--- src/rtl/rcs_pkg.sv ---
package rcs_pkg;

  typedef enum logic [2:0] {
    CAUSE_POWERUP   = 3'd0,
    CAUSE_WDT_SLEEP = 3'd1,
    CAUSE_WDT_RUN   = 3'd2,
    CAUSE_EXT_SLEEP = 3'd3,
    CAUSE_INDET     = 3'd4
  } cause_e;

  // Map the flag pair (and the indeterminate marker) to a cause code.
  function automatic cause_e decode_cause(input logic t, input logic p,
                                          input logic indet);
    if (indet) return CAUSE_INDET;
    case ({t, p})
      2'b00:   return CAUSE_WDT_SLEEP;
      2'b01:   return CAUSE_WDT_RUN;
      2'b10:   return CAUSE_EXT_SLEEP;
      default: return CAUSE_POWERUP;
    endcase
  endfunction

endpackage

--- src/rtl/rcs_flag_ctrl.sv ---
module rcs_flag_ctrl (
  input  logic clk,
  input  logic por,
  input  logic ext_rst,
  input  logic sleep_cmd,
  input  logic wdclr_cmd,
  input  logic wdt_expire,
  input  logic asleep,
  output logic t_q,
  output logic p_q,
  output logic indet_q
);

  // Qualified events, after priority resolution.
  logic ev_wdt, ev_clr, ev_slp, ev_ext_run, ev_ext_slp;

  assign ev_wdt     = wdt_expire & ~por;
  assign ev_clr     = wdclr_cmd & ~wdt_expire & ~ext_rst & ~por;
  assign ev_slp     = sleep_cmd & ~wdclr_cmd & ~wdt_expire & ~ext_rst & ~por;
  assign ev_ext_run = ext_rst & ~asleep & ~por;
  assign ev_ext_slp = ext_rst & asleep & ~por;

  always_ff @(posedge clk) begin
    if (por) begin
      t_q     <= 1'b1;
      p_q     <= 1'b1;
      indet_q <= 1'b0;
    end else begin
      if (ev_wdt) begin
        t_q <= 1'b0;
      end else if (ev_clr) begin
        t_q <= 1'b1;
        p_q <= 1'b1;
      end else if (ev_slp) begin
        t_q <= 1'b1;
        p_q <= 1'b0;
      end
      if (ev_ext_run)
        indet_q <= 1'b1;
      else if (ev_ext_slp || ev_wdt || ev_clr || ev_slp)
        indet_q <= 1'b0;
    end
  end

  a_r1_por_sets_flags: assert property (@(posedge clk)
    por |=> (t_q && p_q && !indet_q));

  a_r2_sleep_result: assert property (@(posedge clk) disable iff (por)
    (sleep_cmd && !wdclr_cmd && !wdt_expire && !ext_rst) |=> (t_q && !p_q));

  a_r3_wdclr_result: assert property (@(posedge clk) disable iff (por)
    (wdclr_cmd && !wdt_expire && !ext_rst) |=> (t_q && p_q));

  a_r4_wdt_clears_t: assert property (@(posedge clk) disable iff (por)
    wdt_expire |=> !t_q);

  a_r4_wdt_keeps_p: assert property (@(posedge clk) disable iff (por)
    wdt_expire |=> $stable(p_q));

  a_r7_ext_holds_flags: assert property (@(posedge clk) disable iff (por)
    (ext_rst && !wdt_expire) |=> ($stable(t_q) && $stable(p_q)));

  a_r6_ext_run_indet: assert property (@(posedge clk) disable iff (por)
    (ext_rst && !asleep) |=> indet_q);

endmodule

--- src/rtl/rcs_page_reg.sv ---
module rcs_page_reg #(
  parameter int RPAGE_W = 2
) (
  input  logic               clk,
  input  logic               por,
  input  logic               ext_rst,
  input  logic               we,
  input  logic [RPAGE_W:0]   wdata,
  output logic [RPAGE_W-1:0] rpage,
  output logic               cpage
);

  logic clr_ev;
  assign clr_ev = por | ext_rst;

  always_ff @(posedge clk) begin
    if (clr_ev) begin
      rpage <= '0;
      cpage <= 1'b0;
    end else if (we) begin
      rpage <= wdata[RPAGE_W:1];
      cpage <= wdata[0];
    end
  end

  a_r10_reset_clears_pages: assert property (@(posedge clk)
    (por || ext_rst) |=> (rpage == '0 && !cpage));

  a_r9_pages_hold_idle: assert property (@(posedge clk) disable iff (por)
    (!we && !ext_rst) |=> ($stable(rpage) && $stable(cpage)));

endmodule

--- src/rtl/rcs_status_top.sv ---
module rcs_status_top #(
  parameter int RPAGE_W = 2,
  parameter int ALU_W   = 3
) (
  input  logic                     clk,
  input  logic                     por,
  input  logic                     ext_rst,
  input  logic                     sleep_cmd,
  input  logic                     wdclr_cmd,
  input  logic                     wdt_expire,
  input  logic                     asleep,
  input  logic                     sw_we,
  input  logic [ALU_W+RPAGE_W+2:0] sw_wdata,
  input  logic [ALU_W-1:0]         alu_flags,
  output logic                     flag_t,
  output logic                     flag_p,
  output logic [2:0]               cause,
  output logic [RPAGE_W-1:0]       reg_page,
  output logic                     ctl_page,
  output logic [ALU_W+RPAGE_W+2:0] status_byte
);
  import rcs_pkg::*;

  localparam int STAT_W  = ALU_W + RPAGE_W + 3;
  localparam int P_BIT   = ALU_W;
  localparam int T_BIT   = ALU_W + 1;
  localparam int CPG_BIT = ALU_W + 2;

  logic t_q, p_q, indet_q;
  cause_e cause_w;

  rcs_flag_ctrl u_flags (
    .clk        (clk),
    .por        (por),
    .ext_rst    (ext_rst),
    .sleep_cmd  (sleep_cmd),
    .wdclr_cmd  (wdclr_cmd),
    .wdt_expire (wdt_expire),
    .asleep     (asleep),
    .t_q        (t_q),
    .p_q        (p_q),
    .indet_q    (indet_q)
  );

  rcs_page_reg #(.RPAGE_W(RPAGE_W)) u_pages (
    .clk     (clk),
    .por     (por),
    .ext_rst (ext_rst),
    .we      (sw_we),
    .wdata   (sw_wdata[STAT_W-1:CPG_BIT]),
    .rpage   (reg_page),
    .cpage   (ctl_page)
  );

  assign cause_w = decode_cause(t_q, p_q, indet_q);
  assign cause   = cause_w;
  assign flag_t  = t_q;
  assign flag_p  = p_q;

  always_comb begin
    status_byte                       = '0;
    status_byte[ALU_W-1:0]            = alu_flags;
    status_byte[P_BIT]                = p_q;
    status_byte[T_BIT]                = t_q;
    status_byte[CPG_BIT]              = ctl_page;
    status_byte[STAT_W-1:CPG_BIT+1]   = reg_page;
  end

  a_r9_write_spares_flags: assert property (@(posedge clk) disable iff (por)
    (sw_we && !sleep_cmd && !wdclr_cmd && !wdt_expire)
      |=> ($stable(flag_t) && $stable(flag_p)));

endmodule

--- config.mk ---
export PLATFORM = sky130hd
export DESIGN_NAME = rcs_status_top
export DESIGN_NICKNAME = d
export VERILOG_FILES = /design/src/rtl/rcs_pkg.sv /design/src/rtl/rcs_flag_ctrl.sv /design/src/rtl/rcs_page_reg.sv /design/src/rtl/rcs_status_top.sv
export SDC_FILE = /design/constraint.sdc
export NUM_CORES = 1
export LEC_CHECK = 0
export ABC_AREA = 1
export BUFFER_PORTS_ARGS = -buffer_cell sky130_fd_sc_hd__buf_2
export CAP_MARGIN = 20
export CORE_MARGIN = 2
export CORE_UTILIZATION = 25
export DETAILED_ROUTE_END_ITERATION = 8
export GPL_TIMING_DRIVEN = 0
export PLACE_DENSITY = 0.57
export SYNTH_ARGS = -nofsm -noshare
export SYNTH_HDL_FRONTEND = slang
export SYNTH_SLANG_ARGS = --single-unit
--- constraint.sdc ---
create_clock -name clk -period 0.8 [get_ports clk]
set_input_delay 0 -clock clk [delete_from_list [all_inputs] [get_ports clk]]
set_output_delay 0 -clock clk [all_outputs]
set_load 0.03 [all_outputs]
Word level (Yosys, flattened, before mapping). Cells that the tools add are included.

Output and inout port bits: 16. Logic and storage cells: 45. Flip-flop bits (word level): 6.

Eq/ne operators: 2. Bitwise logic cells: 19. Muxes and demuxes: 11. Reduce and logical (&&, ||, !) cells: 8.

Operators with widths (count): bitwise AND 1 bit (12); 2-to-1 mux 1 bit (8); 2-to-1 mux 3 bit (2); NOT 1 bit (6); case mux 2 bit (3 select lines) (1); nonzero test 2 bit (2); logical OR 1 bit (3); nonzero test 3 bit (1); equality test 2 x 1 -> 1 bit, second input constant (1); equality test 2 bit, second input constant (1); logical NOT 2 bit (1); AND reduction 2 bit (1); OR 1 bit (1).

Logic depth before layout (Yosys ltp). Gate-level depths: netlist of the first run.

Word-level depth: 8. Mapped depth: 5. Mapped depth without buffers: 5.

Cells and area by module. Synthesis of the first run repeated with hierarchy kept, for this count alone.

Cells, all modules: 57. Area total of the unflattened synthesis: 362.8 sq um.

Modules (own cells, without submodules): rcs_flag_ctrl (times used 1, cells an instance 23, area an instance 150.1 sq um, seq. area each 60.1 sq um); rcs_page_reg (times used 1, cells an instance 19, area an instance 122.6 sq um, seq. area each 60.1 sq um); rcs_status_top (times used 1, cells an instance 15, area an instance 90.1 sq um, seq. area each 0.0 sq um).

Worst setup path before layout of the first run. Ideal clock, no wire load.

Kind: register -> output. Start point: reg u_flags.p_q. End point: out cause[1]. Path slack: -0.263 ns. Cell stages (with the launch flop): 3. Data arrival time: 1.063 ns. Cells stage by stage: dfxtp_1 > xnor2_1 > nor2_1.

Longest elaborated chain between the ends: 3. Elaborated cells on any way between the ends: 5. Classes of those cells: eq/ne: 2; mux: 2; reduce/logical: 1.

RTL lines: start, declared (RTL line rcs_flag_ctrl.sv:10) `output logic p_q,`; start signal, assigned (RTL line rcs_flag_ctrl.sv:26) `p_q <= 1'b1;`; start signal, assigned (RTL line rcs_flag_ctrl.sv:33) `p_q <= 1'b1;`; start signal, assigned (RTL line rcs_flag_ctrl.sv:36) `p_q <= 1'b0;`; equality test 2 bit, or another cell as far along (RTL line rcs_pkg.sv:15) `case ({t, p})`; case mux 2 bit (3 select lines) (*) (RTL line rcs_pkg.sv:15); 2-to-1 mux 3 bit (*) (RTL line rcs_pkg.sv:15); end, declared (RTL line rcs_status_top.sv:17) `output logic [2:0] cause,`.

Every way passes the cells marked *; elsewhere a longest branch is shown, timed or not.

Final worst setup path of the first run.
Start point: reg u_flags.t_q. End point: out cause[1].

Longest elaborated chain between the ends: 3. Elaborated cells on any way between the ends: 5. Classes of those cells: eq/ne: 2; mux: 2; reduce/logical: 1.

RTL lines: start, declared (RTL line rcs_flag_ctrl.sv:9) `output logic t_q,`; start signal, assigned (RTL line rcs_flag_ctrl.sv:25) `t_q <= 1'b1;`; start signal, assigned (RTL line rcs_flag_ctrl.sv:30) `t_q <= 1'b0;`; start signal, assigned (RTL line rcs_flag_ctrl.sv:32) `t_q <= 1'b1;`; equality test 2 bit, or another cell as far along (RTL line rcs_pkg.sv:15); case mux 2 bit (3 select lines) (*) (RTL line rcs_pkg.sv:15); 2-to-1 mux 3 bit (*) (RTL line rcs_pkg.sv:15).

Marked as above.

==> metrics.log, run 1 <==
[metrics] clock tree sinks: 6
[metrics] Root Buffer Master: clkbuf_4
[metrics] largest net degree at the start of global routing: 6
[metrics] total cell area at the placement stage: 517 µm²
[metrics] synthesized area per cell: 7.05 µm²
[metrics] setup skew after layout: 0 ps
[metrics] total non-filler cell area in the finished layout: 642 µm²
[metrics] P&R area growth vs syn: 85.9%
[metrics] number of antenna violations at the first check in global routing: 0
[metrics] max-cap violations: 0
[metrics] slowest CP cell: dfxtp_4
[metrics] die height: 41.2 µm
[metrics] Clock Tree Buf Depth: 2
[metrics] Critical Path RT: 800 ps
[metrics] worst setup timing slack at the placement stage: -0.406 ps
[metrics] Worst Path Max Fanout: 3
[metrics] total instance count after detailed placement: 90
[metrics] share of synthesized cell area in and, or, nand and nor gates: 25.0%
[metrics] vias per inst: 3.98
[metrics] Yosys warning count: 0
[metrics] count of boundary I/O pins: 35
[metrics] part of the total power dissipated in the clock network: 31.7%
[metrics] per-cell routed wire length: 7.63 µm
[metrics] deepest level of the CTS H-tree: 1
[metrics] final HPWL from detailed placement: 564 µm
[metrics] outcome: complete, but fails checks
[metrics] number of antenna diodes: 0
[metrics] dominant combinational cell family by area after synthesis: buffers and inverters
[metrics] internal power: 0.663 mW
[metrics] post-detailed-route DRC marker count: 0
[metrics] remaining number of nets flagged by the antenna check after routing: 0
[metrics] achievable frequency: 1050 MHz
[metrics] measured slew at the worst slew-check pin: 180 ps
[metrics] Mapped Cells: 49
[metrics] via total after detailed routing: 378
[metrics] Overflow after GRT: 0
[metrics] Combinational Power Share: 33.6%
[metrics] syn nets: 68
[metrics] RePlAce Congestion: 0.672
[metrics] kind of critical path: reg2out
[metrics] clock tree from TritonCTS: yes
[metrics] Die Area: 1690 µm²
[metrics] compound-cell area share of the yosys netlist: 9.42%
[metrics] net switching power: 0.309 mW
[metrics] count of unique library cells instantiated by Yosys: 11
[metrics] number of synthesized register bits: 6
[metrics] PwrDens: 1520 nW/µm²
[metrics] fraction of power spent switching nets: 31.8%
[metrics] WL final: 725 µm
[metrics] critical-path cell list: xnor2_4 -> nor2_4 -> buf_6
[metrics] fraction of synthesized area in multiplexers: 0%
[metrics] number of failing hold endpoints at the final stage: 0
[metrics] unrepaired setup endpoints after global routing: yes
[metrics] number of core rows: 13
[metrics] least setup slack across all paths after layout: -152 ps
[metrics] fin crit period: 952 ps
[metrics] number of clock buffers inserted by TritonCTS: 3
[metrics] core area: 1300 µm²
[metrics] number of failing setup endpoints in the final timing report: 6
[metrics] die boundary width: 41.2 µm
[metrics] synthesized-area fraction occupied by xor and xnor cells: 2.54%
[metrics] vias in the first global route: 301
[metrics] share of synthesized cell area in full adder, half adder and majority cells: 0%
[metrics] final net count: 100
[metrics] fraction of final layout cells with drive strength greater than 1: 62.5%
[metrics] violations in the final reports: negative setup slack
[metrics] share of power burned in registers: 34.7%
[metrics] count of placed standard cells in the final layout, fillers left out: 95
[metrics] share of the yosys chip area belonging to registers: 34.8%
[metrics] fill cell total of the finished layout: 133
[metrics] worst slew margin relative to its limit: 88.0%
[metrics] router iterations before antenna repair: 1
[metrics] highest cell delay on the worst timing path: 360 ps
[metrics] class of the most critical hold timing path: in2reg
[metrics] fin crit share: 119%
[metrics] count of buffering cells on the critical path with inverters included: 1
[metrics] kind of capture point of the worst setup path: output port
[metrics] CP Data Arrival Time: 950 ps
[metrics] initial standard-cell utilization of the core: 26.5%
[metrics] port buffer count: 26
[metrics] cell leakage power: 0.333 nW
[metrics] All-Layer GR Usage: 10.7%
[metrics] insertion delay to the later sink of the worst-skew pair: 240 ps
[metrics] synthesized cell area: 345 µm²
[metrics] Iter 0 DRT Violations: 0
[metrics] type of origin of the critical path: register
[metrics] Worst path top cell family by delay: flip-flops
[metrics] clock transition time at the flip-flop clock pins of the worst setup and hold paths: 50 ps
[metrics] final number of max-transition violations: 0
[metrics] worst hold margin: 0.633 ps
[metrics] peak supply drop: 568 µV
[metrics] global-route wire length before repair: 1100 µm
## power groups by stage
stage | sequential [mW] | clock, mW | combinational [mW]
after floorplan | 0.361 | 0 | 0.165
after global placement | 0.340 | 0 | 0.261
after detailed placement | 0.340 | 0 | 0.263
after CTS | 0.338 | 0.319 | 0.320
after global routing | 0.341 | 0.337 | 0.353
final | 0.338 | 0.308 | 0.327
## cells in the mapped netlist
master	instances	area, µm²
nand2_1	11	41.3
buf_4	9	67.6
inv_1	8	30.0
dfxtp_1	6	120
nor2_1	5	18.8
a21oi_1	3	15.0
a21oi_2	2	17.5
nand3_1	2	10.0
nand3_2	1	10.0
nor2_2	1	6.26
xnor2_1	1	8.76
## worst register-to-register path: cells and delay by family, from the launching register on
kind | cells | cell delay, ps
buf+inv | 1 | 150
flops | 1 | 360
compound gates | 1 | 50
simple gates | 1 | 100
## layer usage
layer / share of wire (%) / global-route usage [%]
met5: 0 / 0
met4: 3.2 / 12.1
met3: 8.1 / 1.63
met2: 48 / 17.6
met1: 40 / 10.7
## path summary, 6_finish.rpt
kind              depth (start not counted)               end  slack, ps             start
setup reg to reg                          3       u_flags.t_q         30       u_flags.t_q
hold / removal                            3  u_pages.rpage[1]        0.6       sw_wdata[7]
hold reg to reg                           2  u_pages.rpage[1]        470  u_pages.rpage[1]
setup / recovery                          3          cause[1]       -150       u_flags.t_q
## repair_timing
action	CTS	global route
hold buffers	2	0
endpoints found under the setup margin	13	10
endpoints found under the hold margin	2	0
resized for setup	23	7
pin swaps	2	0
setup buffers	2	0
## logic make-up (layout without fill, tap and decap cells)
group           count (synthesis)  count (layout)
simple gates                   20              20
xor+xnor                        1               1
flops                           6               6
compound gates                  5               5
buf+inv                        17              48
## cell usage in the layout, fill, tap and decap left out
cell and count:
buf_2 14, nand2_1 11, buf_4 11, inv_1 8, buf_6 8, clkbuf_4 4
nor2_1 3, a21oi_1 3, dfxtp_4 3, dfxtp_2 3, nand3_1 2, nor2_4 2
a21oi_2 2, dlygate4sd3_1 2, nor2_2 1, nand3_2 1, xnor2_4 1, clkbuf_1 1
## metrics by stage
stage,power (mW),TNS (ps),util [%]
after floorplan,0.526,0,-
after global placement,0.602,-10.4,39.7
after detailed placement,0.603,-0.406,39.7
after CTS,0.977,-615,48.2
after global routing,1.03,-740,49.3
final,0.972,-505,49.3
## cell type report
class,count,area (µm²),area share (%)
Timing Repair Buffer,30,225,35.1
Multi-Input combinational cell,26,161,25.1
Sequential cell,6,135,21.1
Buffer,6,45.0,7.02
Inverter,8,30.0,4.68
Clock buffer,4,26.3,4.09
Tap cell,15,18.8,2.92
## registers in the layout (all words and copies together) (netlist names)
signal / count
u_pages.rpage: 2
u_flags.indet_q: 1
u_flags.p_q: 1
u_flags.t_q: 1
u_pages.cpage: 1
Power figures use the tool's default switching activity.
==> run 2: changes to the inputs <==
--- a/config.mk
+++ b/config.mk
@@ -10,9 +10,11 @@
 export CAP_MARGIN = 20
 export CORE_MARGIN = 2
 export CORE_UTILIZATION = 25
+export CTS_BUF_LIST = sky130_fd_sc_hd__clkbuf_4 sky130_fd_sc_hd__clkbuf_8
 export DETAILED_ROUTE_END_ITERATION = 8
 export GPL_TIMING_DRIVEN = 0
-export PLACE_DENSITY = 0.57
+export PLACE_DENSITY = 0.56
 export SYNTH_ARGS = -nofsm -noshare
 export SYNTH_HDL_FRONTEND = slang
+export SYNTH_HIERARCHICAL = 1
 export SYNTH_SLANG_ARGS = --single-unit
==> run 2 against run 1 <==
The flow still finishes with violations (negative setup slack). Total power is 4.4% lower. Die area is 4.6% higher. Sequential share of layout area is 1.0 points higher. Synthesized area is 5.1% higher. Setup slack better by 30 ps. Critical path depth is 1 higher. Sequential power hardly changed. Utilization is 3.5 points lower. Wire length is 6.8% higher. Synthesized cell count is 16% higher. Largest cell class unchanged. Count of clock-buffer cells in the layout is 1 lower. Global-route usage is 1.3 points lower.
==> metrics.log, run 2 <==
[metrics] per-cell routed wire length: 7.90 µm (was 7.63 µm)
[metrics] port buffer count: 26 (unchanged)
[metrics] max-cap violations: 0 (unchanged)
[metrics] vias per inst: 3.96 (was 3.98)
[metrics] outcome: complete, but fails checks (unchanged)
[metrics] CP Data Arrival Time: 920 ps (was 950 ps)
[metrics] final number of max-transition violations: 0 (unchanged)
[metrics] Final Util: 45.9% (was 49.3%)
[metrics] Mapped Cells: 57 (was 49)
[metrics] synthesized cell area: 363 µm² (was 345 µm²)
[metrics] number of failing setup endpoints in the final timing report: 6 (unchanged)
[metrics] count of flip-flops with a built-in enable after synthesis: 0 (unchanged)
[metrics] Die Area: 1770 µm² (was 1690 µm²)
[metrics] leading post-synthesis cells by cell area: dfxtp_1 (33%), buf_4 (19%), nand2_1 (14%) (was dfxtp_1 (35%), buf_4 (20%), nand2_1 (12%))
[metrics] met3 routed WL: 95 µm (was 59 µm)
[metrics] router iterations before antenna repair: 5 (was 1)
[metrics] Iter 0 DRT Violations: 4 (was 0)
[metrics] global-route wire length before repair: 1300 µm (was 1100 µm)
[metrics] library cell occupying the most area in the post-synthesis netlist: dfxtp_1 (unchanged)
[metrics] peak supply drop: 528 µV (was 568 µV)
[metrics] largest net degree at the start of global routing: 7 (was 6)
[metrics] number of failing hold endpoints at the final stage: 0 (unchanged)
[metrics] top register by number of flip-flops: u_pages/rpage (was u_pages.rpage)
[metrics] commonest non-fill, non-tap cell in the layout: buf_2 (unchanged)
[metrics] type of origin of the critical path: register (unchanged)
[metrics] post-detailed-route DRC marker count: 0 (unchanged)
[metrics] final HPWL from detailed placement: 609 µm (was 564 µm)
[metrics] deepest level of the CTS H-tree: 1 (unchanged)
[metrics] Critical Path RT: 800 ps (about the same)
[metrics] All-Layer GR Usage: 9.47% (was 10.7%)
[metrics] highest routing layer actually used: met3 (was met4)
[metrics] number of clock buffers inserted by TritonCTS: 3 (unchanged)
[metrics] syn nets: 76 (was 68)
[metrics] initial standard-cell utilization of the core: 27.2% (was 26.5%)
[metrics] met1 WL: 340 µm (was 293 µm)
[metrics] fill cell total of the finished layout: 138 (was 133)
[metrics] share of the yosys chip area belonging to registers: 33.1% (was 34.8%)
[metrics] Yosys warning count: 6 (was 0)
[metrics] fin crit period: 922 ps (was 952 ps)
[metrics] RePlAce Congestion: 0.679 (was 0.672)
[metrics] via total after detailed routing: 388 (was 378)
[metrics] core area: 1330 µm² (was 1300 µm²)
[metrics] die boundary width: 42.1 µm (was 41.2 µm)
[metrics] PwrDens: 1520 nW/µm² (about the same)
[metrics] violations in the final reports: negative setup slack (unchanged)
[metrics] FFs w/ async S/R, synth: 0% (unchanged)
[metrics] kind of critical path: reg2out (unchanged)
[metrics] fin crit share: 115% (was 119%)
[metrics] worst slew margin relative to its limit: 91.2% (was 88.0%)
[metrics] least setup slack across all paths after layout: -122 ps (was -152 ps)
[metrics] number of antenna violations at the first check in global routing: 0 (unchanged)
[metrics] met2 WL: 338 µm (was 348 µm)
[metrics] number of antenna diodes: 0 (unchanged)
[metrics] clock transition time at the flip-flop clock pins of the worst setup and hold paths: 40 ps (was 50 ps)
[metrics] flip-flop count of the largest register, all copies and words added: 2 (unchanged)
[metrics] count of unique library cells instantiated by Yosys: 10 (was 11)
[metrics] total non-filler cell area in the finished layout: 612 µm² (was 642 µm²)
[metrics] total cell area at the placement stage: 524 µm² (was 517 µm²)
[metrics] final net count: 104 (was 100)
[metrics] die height: 42.1 µm (was 41.2 µm)
[metrics] unrepaired setup endpoints after global routing: yes (unchanged)
[metrics] measured slew at the worst slew-check pin: 131 ps (was 180 ps)
[metrics] count of boundary I/O pins: 35 (unchanged)
[metrics] hold_buf cts: 0 (was 2)
[metrics] clock tree from TritonCTS: yes (unchanged)
[metrics] number of synthesized register bits: 6 (unchanged)
[metrics] leading cell types by count after synthesis: nand2_1 (14), nor2_1 (12), inv_1 (10) (was nand2_1 (11), buf_4 (9), inv_1 (8))
[metrics] top-count cell post-synth: nand2_1 (unchanged)
[metrics] class of the most critical hold timing path: in2reg (unchanged)
[metrics] fraction of final layout cells with drive strength greater than 1: 59.0% (was 62.5%)
[metrics] post-CTS repair timing setup buffer count: 0 (was 2)
[metrics] achievable frequency: 1080 MHz (was 1050 MHz)
[metrics] Worst Path Max Fanout: 5 (was 3)
[metrics] insertion delay to the later sink of the worst-skew pair: 240 ps (about the same)
[metrics] P&R area growth vs syn: 68.6% (was 85.9%)
[metrics] setup skew after layout: 0 ps (unchanged)
[metrics] clock tree sinks: 6 (unchanged)
[metrics] synthesized area per cell: 6.37 µm² (was 7.05 µm²)
[metrics] flip-flop cell with the highest count after synthesis: dfxtp_1 (unchanged)
[metrics] cell leakage power: 0.342 nW (was 0.333 nW)
[metrics] Clock Tree Buf Depth: 2 (unchanged)
[metrics] Overflow after GRT: 0 (unchanged)
[metrics] kind of capture point of the worst setup path: output port (unchanged)
[metrics] top library cells by usage in the layout, fill and taps aside: buf_2 (14), nand2_1 (12), inv_1 (10), buf_6 (10), nor2_1 (9) (was buf_2 (14), nand2_1 (11), buf_4 (11), inv_1 (8), buf_6 (8))
[metrics] Root Buffer Master: clkbuf_4 (unchanged)
[metrics] vias in the first global route: 305 (was 301)
[metrics] number of core rows: 13 (unchanged)
[metrics] remaining number of nets flagged by the antenna check after routing: 0 (unchanged)
[metrics] WL final: 774 µm (was 725 µm)
[metrics] proportion of netlist area held by the largest area contributor: 33.1% (was 34.8%)
-- run 2: logic make-up after synthesis --
family          count (synthesis)  synth area share (%)
compound gates                  4                  6.55
simple gates                   28                  31.4
flops                           6                  33.1
buf+inv                        19                  29.0
-- run 2: final timing paths --
kind,cells past startpoint,start,endpoint,slack [ps]
max,4,u_flags/t_q,cause[1],-120
min,4,asleep,u_flags/indet_q,20
max reg2reg,2,u_flags/t_q,u_flags/t_q,120
min reg2reg,2,u_pages/cpage,u_pages/cpage,480
-- run 2: power breakdown --
group | leakage [nW] | switching (mW) | internal, mW
registers | 0.0515 | 0.0234 | 0.316
logic | 0.276 | 0.173 | 0.141
clock network | 0.0138 | 0.106 | 0.170
total | 0.342 | 0.302 | 0.627
-- run 2: routing by layer --
| metal | global-route usage [%] | vias to the layer above |
|---|---|---|
| met4 | 3.75 | 0 |
| met2 | 13.4 | 23 |
| met5 | 0 | - |
| met3 | 3.88 | 0 |
| li1 | - | 212 |
| met1 | 12.6 | 153 |
-- run 2: area by class of cell --
cell class	count	area (µm²)	area share (%)
Sequential cell	6	135	22.1
Clock buffer	3	22.5	3.68
Timing Repair Buffer	26	190	31.1
Inverter	10	37.5	6.13
Tap cell	15	18.8	3.07
Multi-Input combinational cell	32	155	25.4
Buffer	6	52.6	8.59
-- run 2: critical path, stage by stage (launching register included) --
cell	delay (ps)
dfxtp_4	360
nand2_2	70
nand2_2	50
nor2_4	70
buf_6	130
-- run 2: timing repair --
item                       CTS  global route
setup endpoints to repair   10            10
resized for setup           29             3
cloned                       0             0
-- run 2: stage by stage --
stage	std cells	hold WS, ps	TNS [ps]	power (mW)	setup slack [ps]
after global routing	98	43.9	-535	0.992	-186
after CTS	98	14.8	-345	0.939	-133
after floorplan	57	129	0	0.534	37.0
after detailed placement	98	252	0	0.617	66.3
final	98	20.7	-277	0.929	-122
after global placement	98	251	0	0.615	64.4
